File: src/rtl/fg_pkg.sv
package fg_pkg;
    typedef enum logic [2:0] {
        OP_NOP       = 3'd0,
        OP_PROTECT   = 3'd1,
        OP_UNPROTECT = 3'd2,
        OP_LOCK      = 3'd3,
        OP_RSTCMD    = 3'd4
    } guard_op_e;
endpackage

File: src/rtl/fg_blockmap.sv
module fg_blockmap #(
    parameter int ADDR_W      = 19,
    parameter int MAIN_SHIFT  = 15,
    parameter int PARAM_SHIFT = 12,
    parameter bit TOP_BOOT    = 1'b1,
    parameter int BLK_W       = 5
) (
    input  logic [ADDR_W-1:0] addr,
    output logic [BLK_W-1:0]  blk,
    output logic              bank
);
    localparam int MW      = ADDR_W - MAIN_SHIFT;
    localparam int PW      = MAIN_SHIFT - PARAM_SHIFT;
    localparam int N_MAIN  = (1 << MW) - 1;
    localparam int N_PARAM = 1 << PW;

    logic [MW-1:0] main_f;
    logic [PW-1:0] par_f;

    assign main_f = addr[ADDR_W-1:MAIN_SHIFT];
    assign par_f  = addr[MAIN_SHIFT-1:PARAM_SHIFT];
    assign bank   = addr[ADDR_W-1];

    generate
        if (TOP_BOOT) begin : g_top
            always_comb begin
                if (main_f == {MW{1'b1}})
                    blk = BLK_W'(N_MAIN) + BLK_W'(par_f);
                else
                    blk = BLK_W'(main_f);
            end
        end else begin : g_bot
            always_comb begin
                if (main_f == '0)
                    blk = BLK_W'(par_f);
                else
                    blk = BLK_W'(N_PARAM - 1) + BLK_W'(main_f);
            end
        end
    endgenerate
endmodule

File: src/rtl/fg_state.sv
module fg_state
    import fg_pkg::*;
#(
    parameter int NUM_BLK = 23,
    parameter int BLK_W   = 5
) (
    input  logic               clk,
    input  logic               rst_n,
    input  logic               req_valid,
    input  logic [2:0]         req_op,
    input  logic [BLK_W-1:0]   req_blk,
    input  logic               wp_n,
    output logic [NUM_BLK-1:0] prot_q,
    output logic [NUM_BLK-1:0] lock_q,
    output logic               rej_q
);
    typedef struct packed {
        logic [NUM_BLK-1:0] prot;
        logic [NUM_BLK-1:0] lock;
        logic               rej;
    } gst_t;

    gst_t s_d, s_q;
    logic frozen_d;

    always_comb begin
        s_d      = s_q;
        s_d.rej  = 1'b0;
        frozen_d = s_q.lock[req_blk] && !wp_n;
        if (req_valid) begin
            case (guard_op_e'(req_op))
                OP_PROTECT, OP_UNPROTECT: begin
                    if (frozen_d)
                        s_d.rej = 1'b1;
                    else
                        s_d.prot[req_blk] = (guard_op_e'(req_op) == OP_PROTECT);
                end
                OP_LOCK: s_d.lock[req_blk] = 1'b1;
                default: ;
            endcase
        end
    end

    always_ff @(posedge clk or negedge rst_n) begin
        if (!rst_n) begin
            s_q.prot <= '1;
            s_q.lock <= '0;
            s_q.rej  <= 1'b0;
        end else begin
            s_q <= s_d;
        end
    end

    assign prot_q = s_q.prot;
    assign lock_q = s_q.lock;
    assign rej_q  = s_q.rej;

    // lock bits never fall once set
    p_lock_sticky_r7: assert property (@(posedge clk) disable iff (!rst_n)
        (lock_q & ~$past(lock_q)) == '0 || 1'b1 ? ((~lock_q & $past(lock_q)) == '0) : 1'b0);

    // frozen change request leaves protection unchanged and rejects
    p_frozen_r5: assert property (@(posedge clk) disable iff (!rst_n)
        (req_valid && (req_op == 3'd1 || req_op == 3'd2) && lock_q[req_blk] && !wp_n)
        |=> ($stable(prot_q) && rej_q));

    // a reject always follows a request
    p_rej_cause_r5: assert property (@(posedge clk) disable iff (!rst_n)
        rej_q |-> $past(req_valid));

    // without a request nothing moves
    p_quiet_r4: assert property (@(posedge clk) disable iff (!rst_n)
        !req_valid |=> ($stable(prot_q) && $stable(lock_q) && !rej_q));

    // reset command and unused codes touch nothing
    p_rstcmd_r8: assert property (@(posedge clk) disable iff (!rst_n)
        (req_valid && (req_op == 3'd0 || req_op >= 3'd4))
        |=> ($stable(prot_q) && $stable(lock_q) && !rej_q));

    // unprotect with pin released always takes effect
    p_wp_free_r6: assert property (@(posedge clk) disable iff (!rst_n)
        (req_valid && wp_n && req_op == 3'd2)
        |=> (!prot_q[$past(req_blk)] && !rej_q));
endmodule

File: src/rtl/flash_guard.sv
module flash_guard #(
    parameter int ADDR_W      = 19,
    parameter int MAIN_SHIFT  = 15,
    parameter int PARAM_SHIFT = 12,
    parameter bit TOP_BOOT    = 1'b1
) (
    input  logic              clk,
    input  logic              rst_n,
    input  logic              req_valid,
    input  logic [2:0]        req_op,
    input  logic [ADDR_W-1:0] req_addr,
    input  logic              wp_n,
    input  logic [ADDR_W-1:0] qry_addr,
    output logic              qry_permit,
    output logic [4:0]        qry_block,
    output logic              qry_bank,
    output logic [1:0]        qry_status,
    output logic              rej
);
    localparam int N_MAIN  = (1 << (ADDR_W - MAIN_SHIFT)) - 1;
    localparam int N_PARAM = 1 << (MAIN_SHIFT - PARAM_SHIFT);
    localparam int NUM_BLK = N_MAIN + N_PARAM;
    localparam int BLK_W   = 5;

    logic [BLK_W-1:0]   req_blk, q_blk;
    logic               req_bank_unused;
    logic [NUM_BLK-1:0] prot_q, lock_q;

    fg_blockmap #(
        .ADDR_W(ADDR_W), .MAIN_SHIFT(MAIN_SHIFT), .PARAM_SHIFT(PARAM_SHIFT),
        .TOP_BOOT(TOP_BOOT), .BLK_W(BLK_W)
    ) u_req_map (
        .addr(req_addr), .blk(req_blk), .bank(req_bank_unused)
    );

    fg_blockmap #(
        .ADDR_W(ADDR_W), .MAIN_SHIFT(MAIN_SHIFT), .PARAM_SHIFT(PARAM_SHIFT),
        .TOP_BOOT(TOP_BOOT), .BLK_W(BLK_W)
    ) u_qry_map (
        .addr(qry_addr), .blk(q_blk), .bank(qry_bank)
    );

    fg_state #(.NUM_BLK(NUM_BLK), .BLK_W(BLK_W)) u_state (
        .clk(clk), .rst_n(rst_n), .req_valid(req_valid), .req_op(req_op),
        .req_blk(req_blk), .wp_n(wp_n),
        .prot_q(prot_q), .lock_q(lock_q), .rej_q(rej)
    );

    assign qry_block  = q_blk;
    assign qry_status = {lock_q[q_blk], prot_q[q_blk]};
    assign qry_permit = ~prot_q[q_blk];

    // decoded index always names a real block
    p_blk_range_r1: assert property (@(posedge clk) disable iff (!rst_n)
        int'(qry_block) < NUM_BLK);

    // parameter blocks sit in the bank matching the boot option
    p_param_bank_r2: assert property (@(posedge clk) disable iff (!rst_n)
        (TOP_BOOT ? (int'(qry_block) >= N_MAIN) : (int'(qry_block) < N_PARAM))
        |-> (qry_bank == TOP_BOOT));
endmodule

File: config.mk
export PLATFORM = sky130hd
export DESIGN_NAME = flash_guard
export DESIGN_NICKNAME = d
export VERILOG_FILES = /design/src/rtl/fg_pkg.sv /design/src/rtl/fg_blockmap.sv /design/src/rtl/fg_state.sv /design/src/rtl/flash_guard.sv
export SDC_FILE = /design/constraint.sdc
export NUM_CORES = 1
export LEC_CHECK = 0
export BUFFER_PORTS_ARGS = -buffer_cell sky130_fd_sc_hd__buf_2
export CORE_MARGIN = 2
export CORE_UTILIZATION = 60
export CTS_CLUSTER_SIZE = 8
export DETAILED_ROUTE_END_ITERATION = 8
export PLACE_DENSITY_LB_ADDON = 0.1
export REMOVE_ABC_BUFFERS = 1
export SLEW_MARGIN = 20
export SYNTH_ARGS = -nofsm -noshare
export SYNTH_HDL_FRONTEND = slang
export SYNTH_SLANG_ARGS = --single-unit
File: constraint.sdc
create_clock -name clk -period 4.4 [get_ports clk]
set_input_delay 0.66 -clock clk [delete_from_list [all_inputs] [get_ports clk]]
set_output_delay 0.66 -clock clk [all_outputs]
set_load 0.005 [all_outputs]
==> results.json, run 1 <==
{
  "synth-simple-area-share_pct": 18.1,
  "async_flop_share_pct": 100,
  "slowest_delay_ns": 0.55,
  "cts_root_buf": "clkbuf_8",
  "clk_latency_ns": 0.31,
  "cellLeakagePower_uw": 0.00146,
  "yosysTopAreaCell": "dfstp_2",
  "drt_wl_total_mm": 7.98,
  "yosys.area.top_type_share_pct": 20.2,
  "crit_type": "input port to output pin",
  "slew-limit-headroom_pct": 29.8,
  "nNetsFinal": 398,
  "grt_overflow": 0,
  "place_congestion": 0.882,
  "clock_sinks": 47,
  "slew_violations": 0,
  "grt_pass1_vias": 2587,
  "multi_input_area_sq_um": 1610,
  "fmax_ghz": 0.261,
  "setup_violations": 0,
  "cp_cell_sequence": "buf_2, inv_1, ha_1, ha_1, inv_1, o21ai_0, buf_4, clkinv_1, nor2_1, nand3_1, nand4_1, o21ai_0, a21o_1, buf_2",
  "rsz0062_at_grt": "false",
  "fin_setup_tns_ns": 0,
  "drc": 0,
  "h-tree-depth": 2,
  "synthAdderAreaFrac_pct": 1.67,
  "gr-usage-all-layers_pct": 30.4,
  "syn_avg_cell_area_sq_um": 9.05,
  "wl_per_cell_um": 19.1,
  "antenna_found_initial": 0,
  "synth.distinct_cells": 55,
  "synth_top_family_by_area": "compound AO/OA/AOI/OAI gates",
  "outcome": "finished clean",
  "peakVddDrop_mv": 0.213,
  "start_kind": "input port",
  "routed-via-count": 2774,
  "powerDensity_nw_per_um2": 305,
  "synth_edf_count": 0,
  "hold_ws_ns": 0.345,
  "syn2layout_area_growth_pct": 8.15,
  "path_clk_slew_ns": 0.09,
  "synth_compound_area_share_pct": 31.0,
  "n_antenna_cell": 0,
  "cp_max_fo": 9,
  "crit_arrival_ns": 3.18,
  "synth.area.top_cells": "dfstp_2, dfrtp_1, a21o_1",
  "synthFlopType": "dfrtp_1",
  "final-seq-area_sq_um": 1200,
  "die_height_um": 74.6,
  "antenna_left": 0,
  "drt-initial-drc-count": 228,
  "ys_seq_area_share_pct": 40.2,
  "drv_cap": 0,
  "hold_path.class": "input port to asynchronous set/reset pin",
  "yosysWarnings": 0,
  "core_area_sq_um": 4750,
  "first_pass_iters": 5,
  "dp_hpwl_mm": 5.38,
  "synth.mux.area_fraction_pct": 2.84,
  "rows": 25,
  "fin_worst_skew_ns": 0.0105,
  "grt_max_degree": 48,
  "io_pins": 55,
  "cpMaxStageDelayCell": "nor2_1",
  "die-area_sq_um": 5570,
  "initial_utilization_pct": 63.0,
  "synth_commonest_cells": "nand2_1, a21o_1, dfrtp_1",
  "hold_viol_final": 0,
  "ys_seq_elements": 47,
  "worstPathRequired_ns": 3.74,
  "worst_setup_path_end_kind": "output pin",
  "synthCells": 331,
  "hold_buffers": 0,
  "grt_pass1_wl_mm": 12.7,
  "io_buffers": 30,
  "syn-cell-area_sq_um": 2990,
  "finalCriticalPeriod_ns": 3.84,
  "drive_gt1_share_pct": 21.1,
  "tightest_slew_ns": 1.05,
  "synth_xor_area_share_pct": 0.293,
  "cts-resized-gates": 0,
  "cts_made_buffers": 5,
  "avgViaCountPerCell": 6.65,
  "min_period_over_period_pct": 87.2,
  "cts_tree": "done",
  "synth.most_common_cell": "nand2_1",
  "fp.dieW_um": 74.6,
  "cts_setup_buffers": 0,
  "clockBufferDepth": 2,
  "fill_cells": 413
}
## cells by family after synthesis
kind of cell | count (synthesis)
AOI/OAI and AO/OA | 124
and+or+nand+nor | 109
DFF | 47
buffers and inverters | 39
muxes | 7
adders and majority gates | 4
xor gates and xnor gates | 1
## path summary, 6_finish.rpt
path / startpoint / end / slack (ns) / depth (start not counted)
setup / recovery: qry_addr[12] / qry_status[0] / 0.56 / 14
hold / removal: rst_n / u_state.lock_q[16] / 0.35 / 1
setup reg to reg: u_state.lock_q[20] / u_state.prot_q[8] / 2.31 / 5
hold reg to reg: u_state.prot_q[3] / u_state.prot_q[3] / 0.49 / 1
max in group asynchronous: rst_n / u_state.lock_q[9] / 3.62 / 1
min in group clk: u_state.prot_q[3] / u_state.prot_q[3] / 0.49 / 1
## cell usage in the layout, fill, tap and decap left out, types with 4 or more instances in the layout
| cell | count |
|---|---|
| ha_1 | 4 |
| a221oi_1 | 5 |
| clkbuf_8 | 5 |
| nor3_1 | 8 |
| dfstp_2 | 23 |
| a21oi_1 | 11 |
| nand4_1 | 7 |
| buf_4 | 7 |
| nand2_1 | 46 |
| o211ai_1 | 23 |
| a21o_1 | 25 |
| buf_2 | 29 |
| dfrtp_1 | 24 |
| inv_1 | 13 |
| a32o_1 | 15 |
| o2bb2ai_1 | 7 |
| nand3_1 | 10 |
| o21ai_0 | 15 |
| mux2i_1 | 4 |
| nor2_1 | 17 |
| and3_1 | 5 |
## area by class of cell
type / instances / share of cell area, %
Clock buffer: 6 / 2.24
Clock inverter: 2 / 0.386
Inverter: 14 / 1.62
Multi-Input combinational cell: 245 / 49.8
Sequential cell: 47 / 37.2
Tap cell: 67 / 2.59
Timing Repair Buffer: 36 / 6.11
## worst max-delay path, delay by kind of cell
| family | cells | cell delay [ns] |
|---|---|---|
| simple gates | 3 | 0.82 |
| buf+inv | 6 | 0.72 |
| compound gates | 3 | 0.51 |
| fa+ha+maj | 2 | 0.47 |
## stage by stage
stage               cells  power [uW]  setup slack [ns]  utilization, %  instance area (sq um)
floorplan             306         645             0.731               -                   2870
global placement      409         722             0.713            66.3                   3150
detailed placement    409         727             0.655            66.3                   3150
CTS                   417         984             0.623            68.1                   3240
global route          417        1030             0.509            68.1                   3240
finish                417         988             0.563            68.1                   3240
## power breakdown
part	switching, uW	internal (uW)	total, uW
sequential	31.5	489	520
combinational	124	80.1	204
clock	152	111	264
total	308	680	988
## per-layer routing
| metal | vias to the layer above | share of wire (%) | track usage [%] |
|---|---|---|---|
| met4 | 0 | 2.1 | 10.5 |
| met3 | 20 | 9.3 | 8.43 |
| li1 | 1285 | - | - |
| met2 | 145 | 44 | 44.4 |
| met5 | - | 0 | 0 |
| met1 | 1324 | 44 | 43.8 |
## sequential cells by signal, indices dropped and copies added (netlist names)
name            flops
u_state.lock_q     23
u_state.prot_q     23
u_state.rej_q       1
Power figures use the tool's default switching activity.
==> inputs of run 2 (changes only) <==
==> constraint.sdc (replaced) <==
create_clock -name clk -period 4.4 [get_ports clk]
set_input_delay 0.22 -clock clk [delete_from_list [all_inputs] [get_ports clk]]
set_output_delay 0.22 -clock clk [all_outputs]
set_load 0.005 [all_outputs]
==> run 2 against run 1 <==
Against the previous run:
- clock power rose by 22%
- hold slack worse by 0.090 ns
- non-clock buffer count shrank 1
- register-to-register slack got worse by 0.31 ns
- sequential cell count unchanged
- clock skew down 0.0029 ns
- global-route usage increased by 1.0 points
- count of clock-buffer cells in the layout rose by 1
- die area unchanged
- core utilization grew 0.47 points
- critical path type unchanged
- highest routed layer unchanged
==> results.json, run 2 (synthesis results as in run 1) <==
{
  "drt-initial-drc-count": 417,
  "io_buffers": 30,
  "whs_endpoint": "u_state.prot_q[3]",
  "clockPowerShare_pct": 30.7,
  "combPwrFrac_pct": 19.6,
  "nNetsFinal": 397,
  "place_congestion": 0.816,
  "final_common_cell": "nand2_1",
  "hold_path.class": "input port to register",
  "min_period_over_period_pct": 78.8,
  "clk_latency_ns": 0.32,
  "die-area_sq_um": 5570,
  "hold_viol_final": 0,
  "routed-via-count": 2832,
  "stdcell_count": 416,
  "crit_type": "input port to output pin",
  "path_clk_slew_ns": 0.09,
  "cts_tree": "done",
  "cts_made_buffers": 5,
  "start_kind": "input port",
  "drv_cap": 0,
  "drive_gt1_share_pct": 20.9,
  "outcome": "finished clean",
  "p_switching_uw": 316,
  "final_cell_mix": "nand2_1, buf_2, a21o_1, dfrtp_1",
  "slew-limit-headroom_pct": 34.0,
  "antenna_left": 0,
  "worst_slack_ns": 0.932,
  "wl_per_cell_um": 19.6,
  "first_pass_iters": 6,
  "n_antenna_cell": 0,
  "worst_setup_path_end_kind": "output pin",
  "cellLeakagePower_uw": 0.00147,
  "antenna_found_initial": 0,
  "p_seq_share_pct": 49.7,
  "dp_cells": 407,
  "syn2layout_area_growth_pct": 8.90,
  "slew_violations": 0,
  "h-tree-depth": 2,
  "rr_startpoint": "u_state.lock_q[20]",
  "finalCriticalPeriod_ns": 3.47,
  "rows": 25,
  "hold_start": "req_op[1]",
  "die_height_um": 74.6,
  "drc": 0,
  "initial_utilization_pct": 63.0,
  "top_layer_used": "met4",
  "worst_hold_path.num_cells": 3,
  "dp_hpwl_mm": 5.40,
  "cp_max_fo": 9,
  "grt_max_degree": 48,
  "fill_cells": 407,
  "reg2reg_setup_slack_ns": 2.00,
  "grt_overflow": 0,
  "peakVddDrop_mv": 0.229,
  "route.met2.wl_mm": 3.78,
  "place_ws_ns": 1.03,
  "worstPathRequired_ns": 4.18,
  "fin_worst_skew_ns": 0.00752,
  "core_area_sq_um": 4750,
  "drt_wl_total_mm": 8.17,
  "fmax_ghz": 0.288,
  "fp.dieW_um": 74.6,
  "clockBufferDepth": 2,
  "grt_pass1_wl_mm": 13.0,
  "rsz0062_at_grt": "false",
  "io_pins": 55,
  "routed-wl-met3_um": 576,
  "power_switching_share_pct": 30.2,
  "cts_root_buf": "clkbuf_8",
  "grt_pass1_vias": 2619,
  "r2r_end": "u_state.prot_q[0]",
  "avgViaCountPerCell": 6.81,
  "fin_setup_tns_ns": 0,
  "drt-met1-wl_mm": 3.65,
  "clock_sinks": 47,
  "crit_arrival_ns": 3.25,
  "tightest_slew_ns": 0.983,
  "powerDensity_nw_per_um2": 321,
  "gr-usage-all-layers_pct": 31.4,
  "p_int_uw": 730,
  "ff2ff_path_depth": 6,
  "setup_violations": 0
}
-- run 2: changes by cell type in the layout (fill, tap and decap cells not counted), sizes merged --
cell,delta
buf,-2
clkbuf,+1
clkinvlp,-1
dlygate4sd3,+1
-- run 2: area by class of cell --
| cell class | instances | area, sq um | area share (%) |
|---|---|---|---|
| clock buffers | 7 | 108 | 3.30 |
| repair buffers | 35 | 193 | 5.91 |
| well taps | 67 | 83.8 | 2.57 |
| clock inverters | 1 | 5.00 | 0.153 |
| multi-input cells | 245 | 1610 | 49.5 |
| inverters | 14 | 52.6 | 1.61 |
| flip-flops and latches | 47 | 1200 | 37.0 |
-- run 2: how the worst max path moves through the flow --
stage / start / cells past startpoint / slack, ns / to
detailed placement: qry_addr[12] / 13 / 1.03 / qry_status[0]
floorplan: req_addr[12] / 10 / 1.19 / u_state.prot_q[0]
CTS: qry_addr[12] / 13 / 1.03 / qry_status[0]
global placement: qry_addr[12] / 13 / 1.06 / qry_status[0]
finish: qry_addr[12] / 13 / 0.93 / qry_status[0]
global route: qry_addr[12] / 13 / 0.86 / qry_permit
-- run 2: repair_timing --
action / in CTS / in global routing
hold buffers: 0 / 1
gates resized for setup: 0 / 0
endpoints found under the hold margin: 0 / 24
setup buffers: 0 / 0
-- run 2: critical path, cell delays in order --
cell,delay [ns]
buf_2,0.09
inv_1,0.05
ha_1,0.19
ha_1,0.27
inv_1,0.03
o21ai_0,0.61
clkinv_1,0.52
nor2_1,0.55
nand3_1,0.15
nand4_1,0.12
o21ai_0,0.13
a21o_1,0.21
buf_2,0.12
-- run 2: metrics by stage --
| step | area (sq um) | power [uW] | hold slack, ns | util (%) |
|---|---|---|---|---|
| 2_1_floorplan | 2870 | 645 | -0.0756 | - |
| 3_3_place_gp | 3140 | 719 | 0.462 | 65.9 |
| 3_5_place_dp | 3140 | 725 | 0.463 | 65.9 |
| 4_1_cts | 3250 | 1030 | 0.122 | 68.3 |
| 5_1_grt | 3260 | 1080 | 0.291 | 68.6 |
| 6_report | 3260 | 1050 | 0.256 | 68.6 |
-- run 2: layer usage --
layer | global-route usage (%) | up-vias
met3 | 3.61 | 18
li1 | - | 1281
met1 | 45.2 | 1392
met4 | 10.9 | 0
met5 | 0 | -
met2 | 49.8 | 141
-- run 2: power groups by stage --
stage / Sequential, uW / Clock, uW / Combinational (uW)
detailed placement: 525 / 0 / 200
CTS: 517 / 315 / 202
global route: 523 / 332 / 225
floorplan: 516 / 0 / 129
finish: 519 / 321 / 205
global placement: 523 / 0 / 196
==> inputs of run 3 (changes only) <==
--- a/config.mk
+++ b/config.mk
@@ -7,7 +7,7 @@
 export LEC_CHECK = 0
 export BUFFER_PORTS_ARGS = -buffer_cell sky130_fd_sc_hd__buf_2
 export CORE_MARGIN = 2
-export CORE_UTILIZATION = 60
+export CORE_UTILIZATION = 51
 export CTS_CLUSTER_SIZE = 8
 export DETAILED_ROUTE_END_ITERATION = 8
 export PLACE_DENSITY_LB_ADDON = 0.1
==> constraint.sdc (replaced) <==
create_clock -name clk -period 3.15 [get_ports clk]
set_input_delay 0.1575 -clock clk [delete_from_list [all_inputs] [get_ports clk]]
set_output_delay 0.1575 -clock clk [all_outputs]
set_load 0.005 [all_outputs]
==> run 3 against run 2 <==
Against the previous run:
- core utilization is 7.8 points lower
- wire length is 4.9% higher
- critical path depth is 1 higher
- combinational power is 48% higher
- total power is 38% higher
- clock skew is 0.0026 ns lower
- sequential cell count stayed put
- via count is 1.1% lower
- register-to-register slack worse by 0.92 ns
- count of clock-buffer cells in the layout is 1 higher
- largest cell class unchanged
==> results.json, run 3 (synthesis results as in run 1) <==
{
  "outcome": "finished clean",
  "final_cell_mix": "nand2_1, buf_2, a21o_1, dfrtp_1",
  "cp_cell_sequence": "buf_2, inv_1, ha_1, ha_1, inv_1, o21ai_0, buf_4, clkinv_1, nor2_1, nand3_1, nand4_1, o21ai_0, a21o_1, buf_2",
  "io_buffers": 30,
  "cpMaxStageDelayCell": "nor2_1",
  "antenna_left": 0,
  "grt_max_degree": 48,
  "cts_made_buffers": 5,
  "slowest_delay_ns": 0.45,
  "clk_latency_ns": 0.31,
  "initial_utilization_pct": 53.7,
  "hold_buffers": 0,
  "fp.dieW_um": 80.6,
  "routed-via-count": 2800,
  "slew_violations": 0,
  "cts_tree": "done",
  "clock_sinks": 47,
  "rsz0062_at_grt": "false",
  "place_ws_ns": 0.477,
  "min_period_over_period_pct": 79.2,
  "finalInstanceArea_sq_um": 3390,
  "syn2layout_area_growth_pct": 13.2,
  "peakVddDrop_mv": 0.297,
  "worst_setup_path_end_kind": "output pin",
  "drc": 0,
  "avgViaCountPerCell": 6.41,
  "antenna_found_initial": 0,
  "cp_max_fo": 5,
  "cts_setup_buffers": 0,
  "start_kind": "input port",
  "tightest_slew_ns": 0.760,
  "setup_violations": 0,
  "grt_overflow": 0,
  "path_buf_inv": 6,
  "ff2ff_path_depth": 6,
  "slew-limit-headroom_pct": 49.3,
  "cts_root_buf": "clkbuf_8",
  "nNetsFinal": 413,
  "fmax_ghz": 0.401,
  "n_antenna_cell": 0,
  "path_delay_family": "simple AND/OR/NAND/NOR gates",
  "die_height_um": 80.6,
  "finalCriticalPeriod_ns": 2.49,
  "io_pins": 55,
  "h-tree-depth": 2,
  "placed_area_sq_um": 3270,
  "crit_type": "input port to output pin",
  "cts-resized-gates": 0,
  "worstPathRequired_ns": 2.99,
  "path_depth": 14,
  "clockBufferDepth": 2,
  "first_pass_iters": 5,
  "core_area_sq_um": 5570,
  "hold_path.class": "input port to register",
  "die-area_sq_um": 6500,
  "grt_pass1_wl_mm": 13.9,
  "hold_viol_final": 0,
  "place_congestion": 0.901,
  "drive_gt1_share_pct": 23.8,
  "powerDensity_nw_per_um2": 427,
  "crit_arrival_ns": 2.34,
  "drv_cap": 0,
  "fin_worst_skew_ns": 0.00496,
  "worst_slack_ns": 0.656,
  "path_clk_slew_ns": 0.09,
  "drt_wl_total_mm": 8.57,
  "worst_hold_path.num_cells": 3,
  "cellLeakagePower_uw": 0.00155,
  "rows": 27,
  "gr-usage-all-layers_pct": 28.3,
  "wl_per_cell_um": 19.6,
  "drt-initial-drc-count": 432,
  "dp_hpwl_mm": 5.94,
  "grt_pass1_vias": 2614,
  "final_common_cell": "nand2_1"
}
==> run 3: cell types whose count changed in the layout (fill, tap and decap cells not counted) <==
| cell | previous run | this run |
|---|---|---|
| clkbuf_8 | 6 | 5 |
| buf_4 | 5 | 20 |
| clkbuf_1 | 0 | 2 |
| buf_12 | 0 | 1 |
| clkinv_2 | 1 | 0 |
==> run 3: layer usage <==
layer / part of all wire [%] / track usage, % / up-vias
met3: 6.7 / 5.28 / 6
met4: 0.73 / 4.41 / 0
met5: 0 / 0 / -
li1: - / - / 1320
met1: 46 / 42.0 / 1375
met2: 47 / 43.8 / 99
==> run 3: worst register-to-register path, stage by stage (launching register included) <==
cell,delay (ns)
dfrtp_1,0.40
mux2_1,0.29
a221oi_1,0.32
a311o_1,0.40
buf_4,0.22
o2111ai_1,0.13
a22o_1,0.25
==> run 3: final cells by class <==
type | count | area, sq um
clock buffers | 8 | 101
fillers | 498 | 2190
inverters | 14 | 52.6
multi-input cells | 245 | 1610
flip-flops and latches | 47 | 1200
well taps | 72 | 90.1
repair buffers | 51 | 325
==> run 3: stage by stage <==
step	hold slack [ns]	std cells	utilization, %	setup TNS (ns)	total power [uW]
2_1_floorplan	-0.138	306	-	-0.0130	901
4_1_cts	0.0903	436	60.6	0	1450
3_5_place_dp	0.420	428	58.7	0	1030
5_1_grt	0.215	437	60.8	0	1520
3_3_place_gp	0.410	428	58.7	0	1030
6_report	0.210	437	60.8	0	1450
==> run 3: path summary, 6_finish.rpt <==
| check | from | to | slack [ns] |
|---|---|---|---|
| max | qry_addr[12] | qry_status[0] | 0.66 |
| min | req_op[1] | u_state.prot_q[3] | 0.21 |
| max reg2reg | u_state.lock_q[20] | u_state.prot_q[19] | 1.08 |
| min reg2reg | u_state.lock_q[21] | u_state.lock_q[21] | 0.48 |
| max in group asynchronous | rst_n | u_state.lock_q[5] | 2.33 |
| min in group asynchronous | rst_n | u_state.lock_q[16] | 0.40 |
==> run 3: power breakdown <==
group          internal (uW)  switching, uW  leakage, uW
logic                    125            179     0.000939
registers                683           41.6     0.000562
clock network            206            212    0.0000506
